### src/rtl/rdma_replay_pkg.sv
package rdma_replay_pkg;
  typedef enum logic [1:0] {
    TRG_STOP   = 2'd0,
    TRG_KICK   = 2'd1,
    TRG_FRAME  = 2'd2,
    TRG_LINE   = 2'd3
  } trg_sel_e;

  typedef enum logic [2:0] {
    SQ_IDLE, SQ_REQ_A, SQ_RSP_A, SQ_REQ_D, SQ_RSP_D, SQ_WRITE, SQ_DONE
  } sq_state_e;

  localparam int ENTRY_BYTES = 8;
  localparam logic [7:0] OFS_CTRL = 8'h00;
  localparam logic [7:0] OFS_STAT = 8'h04;
  localparam logic [7:0] OFS_TSEL = 8'h08;
  localparam logic [7:0] OFS_KICK = 8'h0C;
  localparam logic [7:0] OFS_LIST = 8'h40;
  localparam logic [3:0] WR_BURST_RST = 4'd3;
  localparam logic [3:0] RD_BURST_RST = 4'd0;
endpackage

### src/rtl/rdma_cfg_regs.sv
module rdma_cfg_regs
  import rdma_replay_pkg::*;
#(
  parameter int NUM_CH = 8,
  parameter int AW     = 32
) (
  input  logic                        clk,
  input  logic                        rst_n,
  input  logic                        cfg_we,
  input  logic [7:0]                  cfg_addr,
  input  logic [31:0]                 cfg_wdata,
  output logic [31:0]                 cfg_rdata,
  input  logic [NUM_CH-1:0]           busy_i,
  input  logic [NUM_CH-1:0]           irq_i,
  input  logic [NUM_CH-1:0]           ovr_i,
  output logic [NUM_CH-1:0][1:0]      trg_sel_o,
  output logic [NUM_CH-1:0]           wr_flag_o,
  output logic [NUM_CH-1:0]           inc_flag_o,
  output logic [NUM_CH-1:0][AW-1:0]   start_o,
  output logic [NUM_CH-1:0][AW-1:0]   end_o,
  output logic [NUM_CH-1:0]           kick_o,
  output logic [NUM_CH-1:0]           irq_clr_o,
  output logic [NUM_CH-1:0]           ovr_clr_o,
  output logic                        soft_rst_o
);
  localparam int TW = 4 * NUM_CH;

  logic [TW-1:0]           tsel_q;
  logic [3:0]              wr_burst_q, rd_burst_q;
  logic                    soft_rst_q;
  logic [NUM_CH-1:0][AW-1:0] start_q, end_q;

  wire wr_ctrl = cfg_we && (cfg_addr == OFS_CTRL);
  wire wr_stat = cfg_we && (cfg_addr == OFS_STAT);
  wire wr_tsel = cfg_we && (cfg_addr == OFS_TSEL);
  wire wr_kick = cfg_we && (cfg_addr == OFS_KICK);

  always_ff @(posedge clk or negedge rst_n) begin
    if (!rst_n) begin
      tsel_q     <= '0;
      wr_burst_q <= WR_BURST_RST;
      rd_burst_q <= RD_BURST_RST;
      soft_rst_q <= 1'b0;
    end else begin
      soft_rst_q <= wr_ctrl && cfg_wdata[0];
      if (wr_ctrl) begin
        wr_burst_q <= cfg_wdata[19:16];
        rd_burst_q <= cfg_wdata[23:20];
      end
      if (wr_tsel) tsel_q <= cfg_wdata[TW-1:0];
    end
  end

  for (genvar c = 0; c < NUM_CH; c++) begin : g_ch
    localparam logic [7:0] A_START = OFS_LIST + 8'(8 * c);
    localparam logic [7:0] A_END   = OFS_LIST + 8'(8 * c + 4);

    always_ff @(posedge clk or negedge rst_n) begin
      if (!rst_n) begin
        start_q[c] <= '0;
        end_q[c]   <= '0;
      end else if (cfg_we && !busy_i[c]) begin
        if (cfg_addr == A_START) start_q[c] <= cfg_wdata[AW-1:0];
        if (cfg_addr == A_END)   end_q[c]   <= cfg_wdata[AW-1:0];
      end
    end

    assign trg_sel_o[c]  = tsel_q[4*c +: 2];
    assign wr_flag_o[c]  = tsel_q[4*c + 2];
    assign inc_flag_o[c] = tsel_q[4*c + 3];
    assign kick_o[c]     = wr_kick && cfg_wdata[c];
    assign irq_clr_o[c]  = wr_ctrl && cfg_wdata[8 + c];
    assign ovr_clr_o[c]  = wr_stat && cfg_wdata[8 + c];


    start_hold_chk: assert property (@(posedge clk) disable iff (!rst_n)
      (cfg_we && cfg_addr == A_START && busy_i[c]) |=> $stable(start_q[c]));

    end_hold_chk: assert property (@(posedge clk) disable iff (!rst_n)
      (cfg_we && cfg_addr == A_END && busy_i[c]) |=> $stable(end_q[c]));
  end

  assign start_o    = start_q;
  assign end_o      = end_q;
  assign soft_rst_o = soft_rst_q;

  always_comb begin
    cfg_rdata = '0;
    case (cfg_addr)
      OFS_CTRL: cfg_rdata = {8'h0, rd_burst_q, wr_burst_q, 16'h0};
      OFS_STAT: begin
        cfg_rdata[NUM_CH-1:0]       = irq_i;
        cfg_rdata[8 +: NUM_CH]      = ovr_i;
        cfg_rdata[16 +: NUM_CH]     = busy_i;
      end
      OFS_TSEL: cfg_rdata[TW-1:0] = tsel_q;
      default: begin
        for (int c = 0; c < NUM_CH; c++) begin
          if (cfg_addr == OFS_LIST + 8'(8 * c))     cfg_rdata = 32'(start_q[c]);
          if (cfg_addr == OFS_LIST + 8'(8 * c + 4)) cfg_rdata = 32'(end_q[c]);
        end
      end
    endcase
  end


  soft_rst_pulse_chk: assert property (@(posedge clk) disable iff (!rst_n)
    soft_rst_q |=> !soft_rst_q);
endmodule

### src/rtl/rdma_chan_ctl.sv
module rdma_chan_ctl
  import rdma_replay_pkg::*;
#(
  parameter int NUM_CH = 8,
  localparam int CHW = $clog2(NUM_CH)
) (
  input  logic                   clk,
  input  logic                   rst_n,
  input  logic                   soft_rst,
  input  logic [NUM_CH-1:0][1:0] trg_sel,
  input  logic [NUM_CH-1:0]      wr_flag,
  input  logic [NUM_CH-1:0]      kick,
  input  logic                   frame_evt,
  input  logic                   line_evt,
  input  logic                   take,
  input  logic                   done,
  input  logic [CHW-1:0]         done_ch,
  input  logic [NUM_CH-1:0]      irq_clr,
  input  logic [NUM_CH-1:0]      ovr_clr,
  output logic [NUM_CH-1:0]      busy,
  output logic [NUM_CH-1:0]      irq_pend,
  output logic [NUM_CH-1:0]      overrun,
  output logic                   grant_valid,
  output logic [CHW-1:0]         grant_ch
);
  logic frame_q, line_q;
  logic [NUM_CH-1:0] pending, running, trig;

  wire frame_edge = frame_evt && !frame_q;
  wire line_edge  = line_evt && !line_q;

  always_ff @(posedge clk or negedge rst_n) begin
    if (!rst_n) begin
      frame_q <= 1'b0;
      line_q  <= 1'b0;
    end else begin
      frame_q <= frame_evt;
      line_q  <= line_evt;
    end
  end

  always_comb begin
    for (int c = 0; c < NUM_CH; c++) begin
      unique case (trg_sel_e'(trg_sel[c]))
        TRG_KICK:  trig[c] = wr_flag[c] && kick[c];
        TRG_FRAME: trig[c] = wr_flag[c] && frame_edge;
        TRG_LINE:  trig[c] = wr_flag[c] && line_edge;
        default:   trig[c] = 1'b0;
      endcase
    end
  end

  assign busy = pending | running;

  always_ff @(posedge clk or negedge rst_n) begin
    if (!rst_n) begin
      pending  <= '0;
      running  <= '0;
      irq_pend <= '0;
      overrun  <= '0;
    end else if (soft_rst) begin
      pending  <= '0;
      running  <= '0;
      irq_pend <= '0;
      overrun  <= '0;
    end else begin
      for (int c = 0; c < NUM_CH; c++) begin
        if (take && grant_ch == CHW'(c)) begin
          pending[c] <= 1'b0;
          running[c] <= 1'b1;
        end else if (trig[c] && !busy[c]) begin
          pending[c] <= 1'b1;
        end
        if (done && done_ch == CHW'(c)) running[c] <= 1'b0;

        if (trig[c] && busy[c])  overrun[c] <= 1'b1;
        else if (ovr_clr[c])     overrun[c] <= 1'b0;

        if (done && done_ch == CHW'(c)) irq_pend[c] <= 1'b1;
        else if (irq_clr[c])            irq_pend[c] <= 1'b0;
      end
    end
  end

  always_comb begin
    grant_valid = 1'b0;
    grant_ch    = '0;
    for (int c = NUM_CH - 1; c >= 0; c--) begin
      if (pending[c]) begin
        grant_valid = 1'b1;
        grant_ch    = CHW'(c);
      end
    end
  end


  one_running_chk: assert property (@(posedge clk) disable iff (!rst_n)
    $onehot0(running));

  done_irq_chk: assert property (@(posedge clk) disable iff (!rst_n || soft_rst)
    done |=> irq_pend[$past(done_ch)]);

  for (genvar c = 0; c < NUM_CH; c++) begin : g_chk

    overrun_set_chk: assert property (@(posedge clk) disable iff (!rst_n || soft_rst)
      (trig[c] && busy[c]) |=> overrun[c]);
  end
endmodule

### src/rtl/rdma_seq.sv
module rdma_seq
  import rdma_replay_pkg::*;
#(
  parameter int NUM_CH = 8,
  parameter int AW     = 32,
  parameter int DW     = 32,
  localparam int CHW = $clog2(NUM_CH)
) (
  input  logic                      clk,
  input  logic                      rst_n,
  input  logic                      soft_rst,
  input  logic                      grant_valid,
  input  logic [CHW-1:0]            grant_ch,
  input  logic [NUM_CH-1:0][AW-1:0] start_i,
  input  logic [NUM_CH-1:0][AW-1:0] end_i,
  input  logic [NUM_CH-1:0]         inc_i,
  output logic                      take_o,
  output logic                      done_o,
  output logic [CHW-1:0]            done_ch_o,
  output logic                      mem_req_valid,
  input  logic                      mem_req_ready,
  output logic [AW-1:0]             mem_req_addr,
  input  logic                      mem_rsp_valid,
  output logic                      mem_rsp_ready,
  input  logic [DW-1:0]             mem_rsp_data,
  output logic                      rb_valid,
  input  logic                      rb_ready,
  output logic [DW-1:0]             rb_addr,
  output logic [DW-1:0]             rb_data
);
  sq_state_e state_q;
  logic [CHW-1:0] ch_q;
  logic [AW-1:0]  cur_q, end_q;
  logic           inc_q, first_q;
  logic [DW-1:0]  base_q, off_q, tgt_q, val_q;

  function automatic logic fits(input logic [AW:0] a, input logic [AW-1:0] e);
    return ({1'b0, a} + (AW+2)'(ENTRY_BYTES - 1)) <= {2'b0, e};
  endfunction

  wire [AW:0] next_cur = {1'b0, cur_q} + (AW+1)'(ENTRY_BYTES);

  assign take_o        = (state_q == SQ_IDLE) && grant_valid;
  assign done_o        = (state_q == SQ_DONE);
  assign done_ch_o     = ch_q;
  assign mem_req_valid = (state_q == SQ_REQ_A) || (state_q == SQ_REQ_D);
  assign mem_req_addr  = (state_q == SQ_REQ_D) ? cur_q + AW'(4) : cur_q;
  assign mem_rsp_ready = (state_q == SQ_RSP_A) || (state_q == SQ_RSP_D);
  assign rb_valid      = (state_q == SQ_WRITE);
  assign rb_addr       = tgt_q;
  assign rb_data       = val_q;

  always_ff @(posedge clk or negedge rst_n) begin
    if (!rst_n) begin
      state_q <= SQ_IDLE;
      ch_q    <= '0;
      cur_q   <= '0;
      end_q   <= '0;
      inc_q   <= 1'b0;
      first_q <= 1'b0;
      base_q  <= '0;
      off_q   <= '0;
      tgt_q   <= '0;
      val_q   <= '0;
    end else if (soft_rst) begin
      state_q <= SQ_IDLE;
    end else begin
      unique case (state_q)
        SQ_IDLE: if (grant_valid) begin
          ch_q    <= grant_ch;
          cur_q   <= start_i[grant_ch];
          end_q   <= end_i[grant_ch];
          inc_q   <= inc_i[grant_ch];
          first_q <= 1'b1;
          off_q   <= '0;
          state_q <= fits({1'b0, start_i[grant_ch]}, end_i[grant_ch]) ? SQ_REQ_A : SQ_DONE;
        end
        SQ_REQ_A: if (mem_req_ready) state_q <= SQ_RSP_A;
        SQ_RSP_A: if (mem_rsp_valid) begin
          if (first_q) base_q <= mem_rsp_data;
          tgt_q   <= (inc_q && !first_q) ? base_q + off_q : mem_rsp_data;
          state_q <= SQ_REQ_D;
        end
        SQ_REQ_D: if (mem_req_ready) state_q <= SQ_RSP_D;
        SQ_RSP_D: if (mem_rsp_valid) begin
          val_q   <= mem_rsp_data;
          state_q <= SQ_WRITE;
        end
        SQ_WRITE: if (rb_ready) begin
          cur_q   <= next_cur[AW-1:0];
          off_q   <= off_q + DW'(4);
          first_q <= 1'b0;
          state_q <= fits(next_cur, end_q) ? SQ_REQ_A : SQ_DONE;
        end
        SQ_DONE: state_q <= SQ_IDLE;
        default: state_q <= SQ_IDLE;
      endcase
    end
  end


  rb_hold_chk: assert property (@(posedge clk) disable iff (!rst_n || soft_rst)
    (rb_valid && !rb_ready) |=> (rb_valid && $stable(rb_addr) && $stable(rb_data)));

  mem_req_hold_chk: assert property (@(posedge clk) disable iff (!rst_n || soft_rst)
    (mem_req_valid && !mem_req_ready) |=> (mem_req_valid && $stable(mem_req_addr)));

  fetch_after_ack_chk: assert property (@(posedge clk) disable iff (!rst_n || soft_rst)
    (rb_valid && !rb_ready) |=> !mem_req_valid);
endmodule

### src/rtl/rdma_replay.sv
module rdma_replay
  import rdma_replay_pkg::*;
#(
  parameter int NUM_CH = 8,
  parameter int AW     = 32,
  parameter int DW     = 32
) (
  input  logic              clk,
  input  logic              rst_n,
  input  logic              cfg_we,
  input  logic [7:0]        cfg_addr,
  input  logic [31:0]       cfg_wdata,
  output logic [31:0]       cfg_rdata,
  input  logic              frame_evt,
  input  logic              line_evt,
  output logic              mem_req_valid,
  input  logic              mem_req_ready,
  output logic [AW-1:0]     mem_req_addr,
  input  logic              mem_rsp_valid,
  output logic              mem_rsp_ready,
  input  logic [DW-1:0]     mem_rsp_data,
  output logic              rb_valid,
  input  logic              rb_ready,
  output logic [DW-1:0]     rb_addr,
  output logic [DW-1:0]     rb_data,
  output logic [NUM_CH-1:0] irq
);
  localparam int CHW = $clog2(NUM_CH);

  logic [NUM_CH-1:0][1:0]    trg_sel;
  logic [NUM_CH-1:0]         wr_flag, inc_flag, kick, irq_clr, ovr_clr;
  logic [NUM_CH-1:0]         busy, irq_pend, overrun;
  logic [NUM_CH-1:0][AW-1:0] start_a, end_a;
  logic                      soft_rst, take, done, grant_valid;
  logic [CHW-1:0]            done_ch, grant_ch;

  rdma_cfg_regs #(.NUM_CH(NUM_CH), .AW(AW)) u_regs (
    .clk, .rst_n, .cfg_we, .cfg_addr, .cfg_wdata, .cfg_rdata,
    .busy_i(busy), .irq_i(irq_pend), .ovr_i(overrun),
    .trg_sel_o(trg_sel), .wr_flag_o(wr_flag), .inc_flag_o(inc_flag),
    .start_o(start_a), .end_o(end_a), .kick_o(kick),
    .irq_clr_o(irq_clr), .ovr_clr_o(ovr_clr), .soft_rst_o(soft_rst)
  );

  rdma_chan_ctl #(.NUM_CH(NUM_CH)) u_ctl (
    .clk, .rst_n, .soft_rst, .trg_sel, .wr_flag, .kick,
    .frame_evt, .line_evt, .take, .done, .done_ch, .irq_clr, .ovr_clr,
    .busy, .irq_pend, .overrun, .grant_valid, .grant_ch
  );

  rdma_seq #(.NUM_CH(NUM_CH), .AW(AW), .DW(DW)) u_seq (
    .clk, .rst_n, .soft_rst, .grant_valid, .grant_ch,
    .start_i(start_a), .end_i(end_a), .inc_i(inc_flag),
    .take_o(take), .done_o(done), .done_ch_o(done_ch),
    .mem_req_valid, .mem_req_ready, .mem_req_addr,
    .mem_rsp_valid, .mem_rsp_ready, .mem_rsp_data,
    .rb_valid, .rb_ready, .rb_addr, .rb_data
  );

  assign irq = irq_pend;


  idle_quiet_chk: assert property (@(posedge clk) disable iff (!rst_n)
    (!(|busy)) |-> !rb_valid);
endmodule

### config.mk
export PLATFORM = sky130hd
export DESIGN_NAME = rdma_replay
export DESIGN_NICKNAME = d
export VERILOG_FILES = /design/src/rtl/rdma_replay_pkg.sv /design/src/rtl/rdma_cfg_regs.sv /design/src/rtl/rdma_chan_ctl.sv /design/src/rtl/rdma_seq.sv /design/src/rtl/rdma_replay.sv
export SDC_FILE = /design/constraint.sdc
export NUM_CORES = 2
export LEC_CHECK = 0
export BUFFER_PORTS_ARGS = -buffer_cell sky130_fd_sc_hd__buf_2
export CELL_PAD_IN_SITES_DETAIL_PLACEMENT = 1
export CELL_PAD_IN_SITES_GLOBAL_PLACEMENT = 1
export CORE_MARGIN = 8
export CORE_UTILIZATION = 50
export CTS_CLUSTER_DIAMETER = 30
export CTS_CLUSTER_SIZE = 40
export DETAILED_ROUTE_END_ITERATION = 16
export GPL_TIMING_DRIVEN = 0
export PLACE_DENSITY = 0.82
export SYNTH_ARGS = -nofsm -noshare
export SYNTH_HDL_FRONTEND = slang
export SYNTH_SLANG_ARGS = --single-unit
### constraint.sdc
create_clock -name clk -period 5.7 [get_ports clk]
set_input_delay 0.285 -clock clk [delete_from_list [all_inputs] [get_ports clk]]
set_output_delay 0.285 -clock clk [all_outputs]
set_load 0.005 [all_outputs]
### Yosys cells after proc, flatten, opt, wreduce, memory -nomap -nowiden

Index checks and enable logic that the tools add are counted.

* $add $sub $neg: 6
* order comparisons: 3
* equal/unequal tests: 71
* muxes and demuxes: 137
* bitwise gates (word level): 2
* reduce and logical (&&, ||, !) cells: 170

Operators with widths (number)
* $mux W32: 24
* $bmux W32 S3: 2
* $eq A8 B7 Y1 const B: 16
* $pmux W32 S2: 2
* $logic_and A1 B1 Y1: 97
* $reduce_bool A3 Y1: 32
* $mux W1: 75
* $pmux W24 S3: 1
* $le A34 B32 Y1: 2
* $add A32 B3 Y32 const B: 2
* $mux W3: 17
* $add A33 B3 Y34 const B: 1
* $add A32 B3 Y33 const B: 1
* $add A32 B4 Y33 const B: 1
* $eq A3 B3 Y1 const B: 11
* $add A32 B32 Y32: 1
* $eq A2 B2 Y1 const B: 16
* $mux W8: 4
* $reduce_and A2 Y1: 16
* $pmux W1 S3: 8
* $eq A3 B2 Y1 const B: 6
* $pmux W3 S6: 1
* $eq A2 B1 Y1 const B: 8
* $eq A8 B4 Y1 const B: 2
* 21 further kinds: 43

* bits in registers: 787
* bits of input ports: 80
* output and inout bits: 139
* word-level logic and storage cells: 453

### Depth between registers and ports, before layout

* depth in word-level cells: 18
* mapped depth: 25
* mapped depth without buffers: 22

### Modules after synthesis

Synthesis repeated with hierarchy kept, for this count alone.

* cells, all modules: 4038
* area total of the unflattened synthesis: 45752.6 um^2

Modules (own cells, without submodules)
* rdma_cfg_regs: instances 1, cells an instance 2082, area each 26504.2 um^2, sequential area each 13840.8 um^2
* rdma_seq: instances 1, cells an instance 1756, area each 17360.4 um^2, sequential area each 4954.8 um^2
* rdma_chan_ctl: instances 1, cells an instance 200, area each 1888.1 um^2, sequential area each 850.8 um^2

### Worst setup path after synthesis

Ideal clock, no wire load.

* path type: register -> register
* from: register u_ctl.pending[2]
* to: register u_seq.state_q[0]
* setup time: 0.095 ns
* arrival: 4.967 ns
* required time: 5.605 ns
* setup slack: 0.637 ns
* cell stages (with the launch flop): 22
* path buffers: 2
* clock period less this slack: 5.063 ns
* cells stage by stage: dfrtp_1 buf_6 or4b_1 o21a_1 buf_2 o221ai_1 o22ai_1 a221oi_1 nor3_1 nand4b_1 nor4_1 xnor2_1 ha_1 a21o_1 a21o_1 a21o_1 a21o_1 a21oi_1 mux2_2 a31oi_1 a2111o_1 o31ai_1

* word-level cells in the longest chain between the ends: 11
* elaborated cells on any way between the ends: 18
* classes of those cells: add/sub: 1; order compare: 1; eq/ne: 1; mux: 14; reduce/logical: 1

RTL lines
* start: declaration: line rdma_chan_ctl.sv:27 `logic [NUM_CH-1:0] pending, running, trig;`
* start signal: assignment: line rdma_chan_ctl.sv:57 `pending <= '0;`
* start signal: assignment: line rdma_chan_ctl.sv:62 `pending <= '0;`
* start signal: indexed assignment: line rdma_chan_ctl.sv:69 `pending[c] <= 1'b0;`
* $mux W3 (3 in series): line rdma_chan_ctl.sv:89 `if (pending[c]) begin`
* $bmux W32 S3: line rdma_seq.sv:76 `state_q <= fits({1'b0, start_i[grant_ch]}, end_i[grant_ch]) ? SQ_REQ_A : SQ_DONE;`
* $mux W32 (implied by the code): line rdma_seq.sv:76
* $add A32 B3 Y33: line rdma_seq.sv:38 `return ({1'b0, a} + (AW+2)'(ENTRY_BYTES - 1)) <= {2'b0, e};`
* $le A34 B32 Y1: line rdma_seq.sv:38
* $mux W3: line rdma_seq.sv:76
* $mux W3: line rdma_seq.sv:69 `SQ_IDLE: if (grant_valid) begin`
* $pmux W3 S6: line rdma_seq.sv:68 `unique case (state_q)`
* $mux W3: line rdma_seq.sv:65 `end else if (soft_rst) begin`
* end signal: assignment: line rdma_seq.sv:76
* end signal: assignment: line rdma_seq.sv:93 `state_q <= fits(next_cur, end_q) ? SQ_REQ_A : SQ_DONE;`
* end: declaration: line rdma_seq.sv:31 `sq_state_e state_q;`

Several ways; a longest one is shown, not always the timed one. The select of a mux whose other input is x is not followed.
A chain may end at the register's enable or synchronous reset.

### Final worst setup path

* from: input port cfg_addr[2]
* to: output port cfg_rdata[14]

* word-level cells in the longest chain between the ends: 18
* elaborated cells on any way between the ends: 36
* classes of those cells: eq/ne: 18; mux: 17; reduce/logical: 1

RTL lines
* start: declaration: line rdma_replay.sv:11 `input logic [7:0] cfg_addr,`
* $eq A8 B7 Y1: line rdma_cfg_regs.sv:99 `if (cfg_addr == OFS_LIST + 8'(8 * c)) cfg_rdata = 32'(start_q[c]);`
* $mux W32: line rdma_cfg_regs.sv:99
* $mux W32: line rdma_cfg_regs.sv:100 `if (cfg_addr == OFS_LIST + 8'(8 * c + 4)) cfg_rdata = 32'(end_q[c]);`
* $mux W32: line rdma_cfg_regs.sv:99
* $mux W32: line rdma_cfg_regs.sv:100
* $mux W32: line rdma_cfg_regs.sv:99
* $mux W32: line rdma_cfg_regs.sv:100
* $mux W32: line rdma_cfg_regs.sv:99
* [... 2 more ...]
* $mux W32: line rdma_cfg_regs.sv:100
* $mux W32: line rdma_cfg_regs.sv:99
* $mux W32: line rdma_cfg_regs.sv:100
* $mux W32: line rdma_cfg_regs.sv:99
* $mux W32: line rdma_cfg_regs.sv:100
* $mux W32: line rdma_cfg_regs.sv:99
* $mux W32: line rdma_cfg_regs.sv:100
* $pmux W24 S3 *: line rdma_cfg_regs.sv:89 `case (cfg_addr)`
* end: declaration: line rdma_replay.sv:13 `output logic [31:0] cfg_rdata,`

Every way passes the cells marked *; elsewhere a longest branch is shown, timed or not.

==> impl_metrics.yaml <==
timing:
  rsz0062_at_grt: "yes"
  hold_violations: 0
  fin_ws_ns: -0.450
  drv_slew: 94
  period_share: 1.08
  period_needed_ns: 6.15
  slew_headroom: -0.205
  fmax_mhz: 163
  timing.hold.ws_ns: 0.0398
  finalSetupViolCount: 25
  worstMarginPinSlew_ns: 1.81
  skew_ns: 0.0381
synth:
  synth_ff_type: "dfrtp_1"
  syn_nets: 4467
  yosysTopAreaCellShare: 0.445
  synthArstFlopShare: 1.00
  syn-cell-area_mm2: 0.0440
  synth_edf_count: 0
  synth_seq_cells: 785
  ys_types: 87
  ys_seq_area_frac: 0.446
  avgSynthCellArea_um2: 10.3
  syn_inst: 4286
  synthTopCellsByCount: "dfrtp_1, mux2_2, nand2_1"
  ys_warn_count: 0
  ys_top_cells_by_area: "dfrtp_1, mux2_2, nand2_1"
  yosysTopAreaCell: "dfrtp_1"
  synth.most_common_cell: "dfrtp_1"
drt:
  drt-total-wl_um: 260000
  drc: 0
  vias_per_cell: 7.42
  first_pass_iters: 7
  wl_per_cell_um: 41.8
  drt_iter0_markers: 6853
  antenna_left: 0
  vias: 46100
clock_network:
  clockBufferDepth: 3
  h-tree-depth: 4
  clkLatencyLatePin_ns: 0.82
  cts_root_buf: "clkbuf_16"
  clkSinkCount: 785
  cts_tree: "done"
  cts-buffers-inserted: 190
  path_clk_slew_ns: 0.05
critical_path:
  worstPathMaxFanout: 11
  start_kind: "primary input"
  r2r_setup_slack_ns: -0.28
  end_kind: "primary output"
  cp_top_family: "buffers and inverters"
  cp_data_required_time_ns: 5.41
  rr_endpoint: "u_seq.state_q[1]"
  crit_chain: "clkbuf_1 > nor2b_1 > nand2_1 > nor2_1 > clkbuf_2 > clkdlybuf4s15_1 > a221oi_1 > nand2_1 > o21ai_0 > nand4_1 > buf_2"
  cp.depth: 11
  r2r-start: "u_ctl.pending[1]"
  cp-endpoint: "cfg_rdata[14]"
  slowest_delay_ns: 1.10
  slowest_stage: "clkdlybuf4s15_1"
  worstPathBufferInverterCount: 4
  crit_path_start: "cfg_addr[2]"
  cpMostUsedCell: "nand2_1"
  cp.arrival_ns: 5.87
  reg2reg_depth: 21
  crit_type: "in2out"
floorplanning:
  coreArea_mm2: 0.0878
  pin_count: 219
  dieHeight_um: 313
  start_util: 0.501
  die_area_mm2: 0.0978
  std_cell_rows: 109
  die_w_um: 313
pwr:
  vdd_drop_max_uv: 376
  pwr_density_cell_mw_per_mm2: 468
  static-leakage-power_uw: 0.0259
  swShare: 0.368
  totalPowerFinal_uw: 26500
  pwr-share-clk: 0.431
  p_switching_uw: 9760
  pwr-share-comb: 0.303
  p_int_uw: 16800
  p_seq_frac: 0.266
final_layout:
  n_fill_cell: 9132
  design_area_mm2: 0.0567
  drive_gt1_frac: 0.320
  nets: 5037
  fin_cells: 6213
  syn2layout_area_growth_pct: 28.7
global_routing:
  antenna_found_initial: 25
  grt_use_total: 0.503
  gr-total-overflow: 0
  grt_pass1_wl_um: 353000
  grt_pass1_vias: 46600
  grt_max_degree: 117
outcome:
  outcome: "finished, violations left"
  violations: "capacitance limit, slew limit, setup timing"
placement:
  hpwl_um: 164000
  place_ws_ns: -2.73
  gp_congestion: 1.06
  dp_cells: 5667
  place_area_mm2: 0.0468
  io_buffers: 200
flow_run:
  drv_cap: 12
hold_path:
  hp-class: "in2reg"
[cells in the final DEF, fill, tap and decap left out, types with 98 or more instances in the layout]
cell type,count
nand2_1,472
buf_2,211
o21ai_0,182
mux2_2,624
clkbuf_1,216
xnor2_1,101
nand3_1,99
clkbuf_16,193
nor2_1,253
dfrtp_1,775
a22oi_1,114
a221oi_1,98
buf_4,105
a21oi_1,194
ha_1,100
[metrics by stage]
step | TNS, ns | util
floorplan | 0 | -
global placement | - | 0.529
detailed placement | -13.70 | 0.533
CTS | 0 | 0.631
global route | -0.785 | 0.645
finish | -3.96 | 0.645
[power groups by stage]
stage	sequential, uW	combinational, uW	clock [uW]
finish	7060	8030	11400
global route	7100	8250	11600
CTS	6950	7010	11300
detailed placement	6990	6410	0
global placement	6960	6120	0
floorplan	6800	3690	0
[sequential cells by signal, indices dropped and copies added, names as in the netlist, 3 cells and up]
register / flops
u_regs.end_o: 256
u_regs.start_o: 256
u_regs.tsel_q: 32
u_seq.base_q: 32
u_seq.cur_q: 32
u_seq.end_q: 32
u_seq.rb_addr: 32
u_seq.rb_data: 32
u_seq.off_q: 30
u_ctl.irq_pend: 8
u_ctl.overrun: 8
u_ctl.pending: 8
u_ctl.running: 8
u_regs.rd_burst_q: 4
u_regs.wr_burst_q: 4
u_seq.done_ch_o: 3
u_seq.state_q: 3
[layer usage]
layer / part of all wire / GRT usage / up-vias
met2: 0.42 / 0.734 / 4304
met3: 0.14 / 0.236 / 1679
li1: - / - / 17100
met4: 0.10 / 0.381 / 18
met1: 0.33 / 0.569 / 23100
met5: 0.00072 / 0.00938 / -
[how the worst min path moves through the flow]
stage / start / end / depth (start not counted)
finish: cfg_wdata[17] / u_regs.end_o[81] / 2
floorplan: rst_n / u_ctl.frame_q / 0
global route: cfg_wdata[17] / u_regs.end_o[113] / 2
CTS: cfg_wdata[17] / u_regs.start_o[145] / 2
detailed placement: frame_evt / u_ctl.frame_q / 1
global placement: line_evt / u_ctl.line_q / 1
[kinds of logic (layout without fill, tap and decap cells)]
logic type	count (synthesis)	after routing	share of synthesized area
flops	785	785	0.446
other cells	0	29	0
compound gates	956	956	0.151
simple gates	1186	1186	0.124
fa+ha+maj	101	101	0.0287
buf+inv	419	1152	0.0386
mux	679	679	0.179
xor+xnor	160	160	0.0318
[final cells by class]
class | count | area [um^2] | share of cell area
antenna | 29 | 72.6 | 0.00128
inverter | 97 | 364 | 0.00642
clock buffer | 251 | 5330 | 0.0940
clock inverter | 104 | 1320 | 0.0233
multi-input combinational | 3082 | 23900 | 0.422
timing repair buffer | 384 | 2840 | 0.0502
sequential | 785 | 19700 | 0.347
tap | 1165 | 1460 | 0.0257
buffer | 316 | 1700 | 0.0299
[what timing repair did]
item / 4_1_cts / 5_1_grt
setup buffers: 54 / 60
endpoints found under the hold margin: 317 / 0
cloned: 0 / 2
pin swaps: 34 / 65
hold buffers: 51 / 0
gates resized for setup: 231 / 170
setup endpoints to repair: 39 / 23
Note: power is estimated with default switching activity, not from simulation.
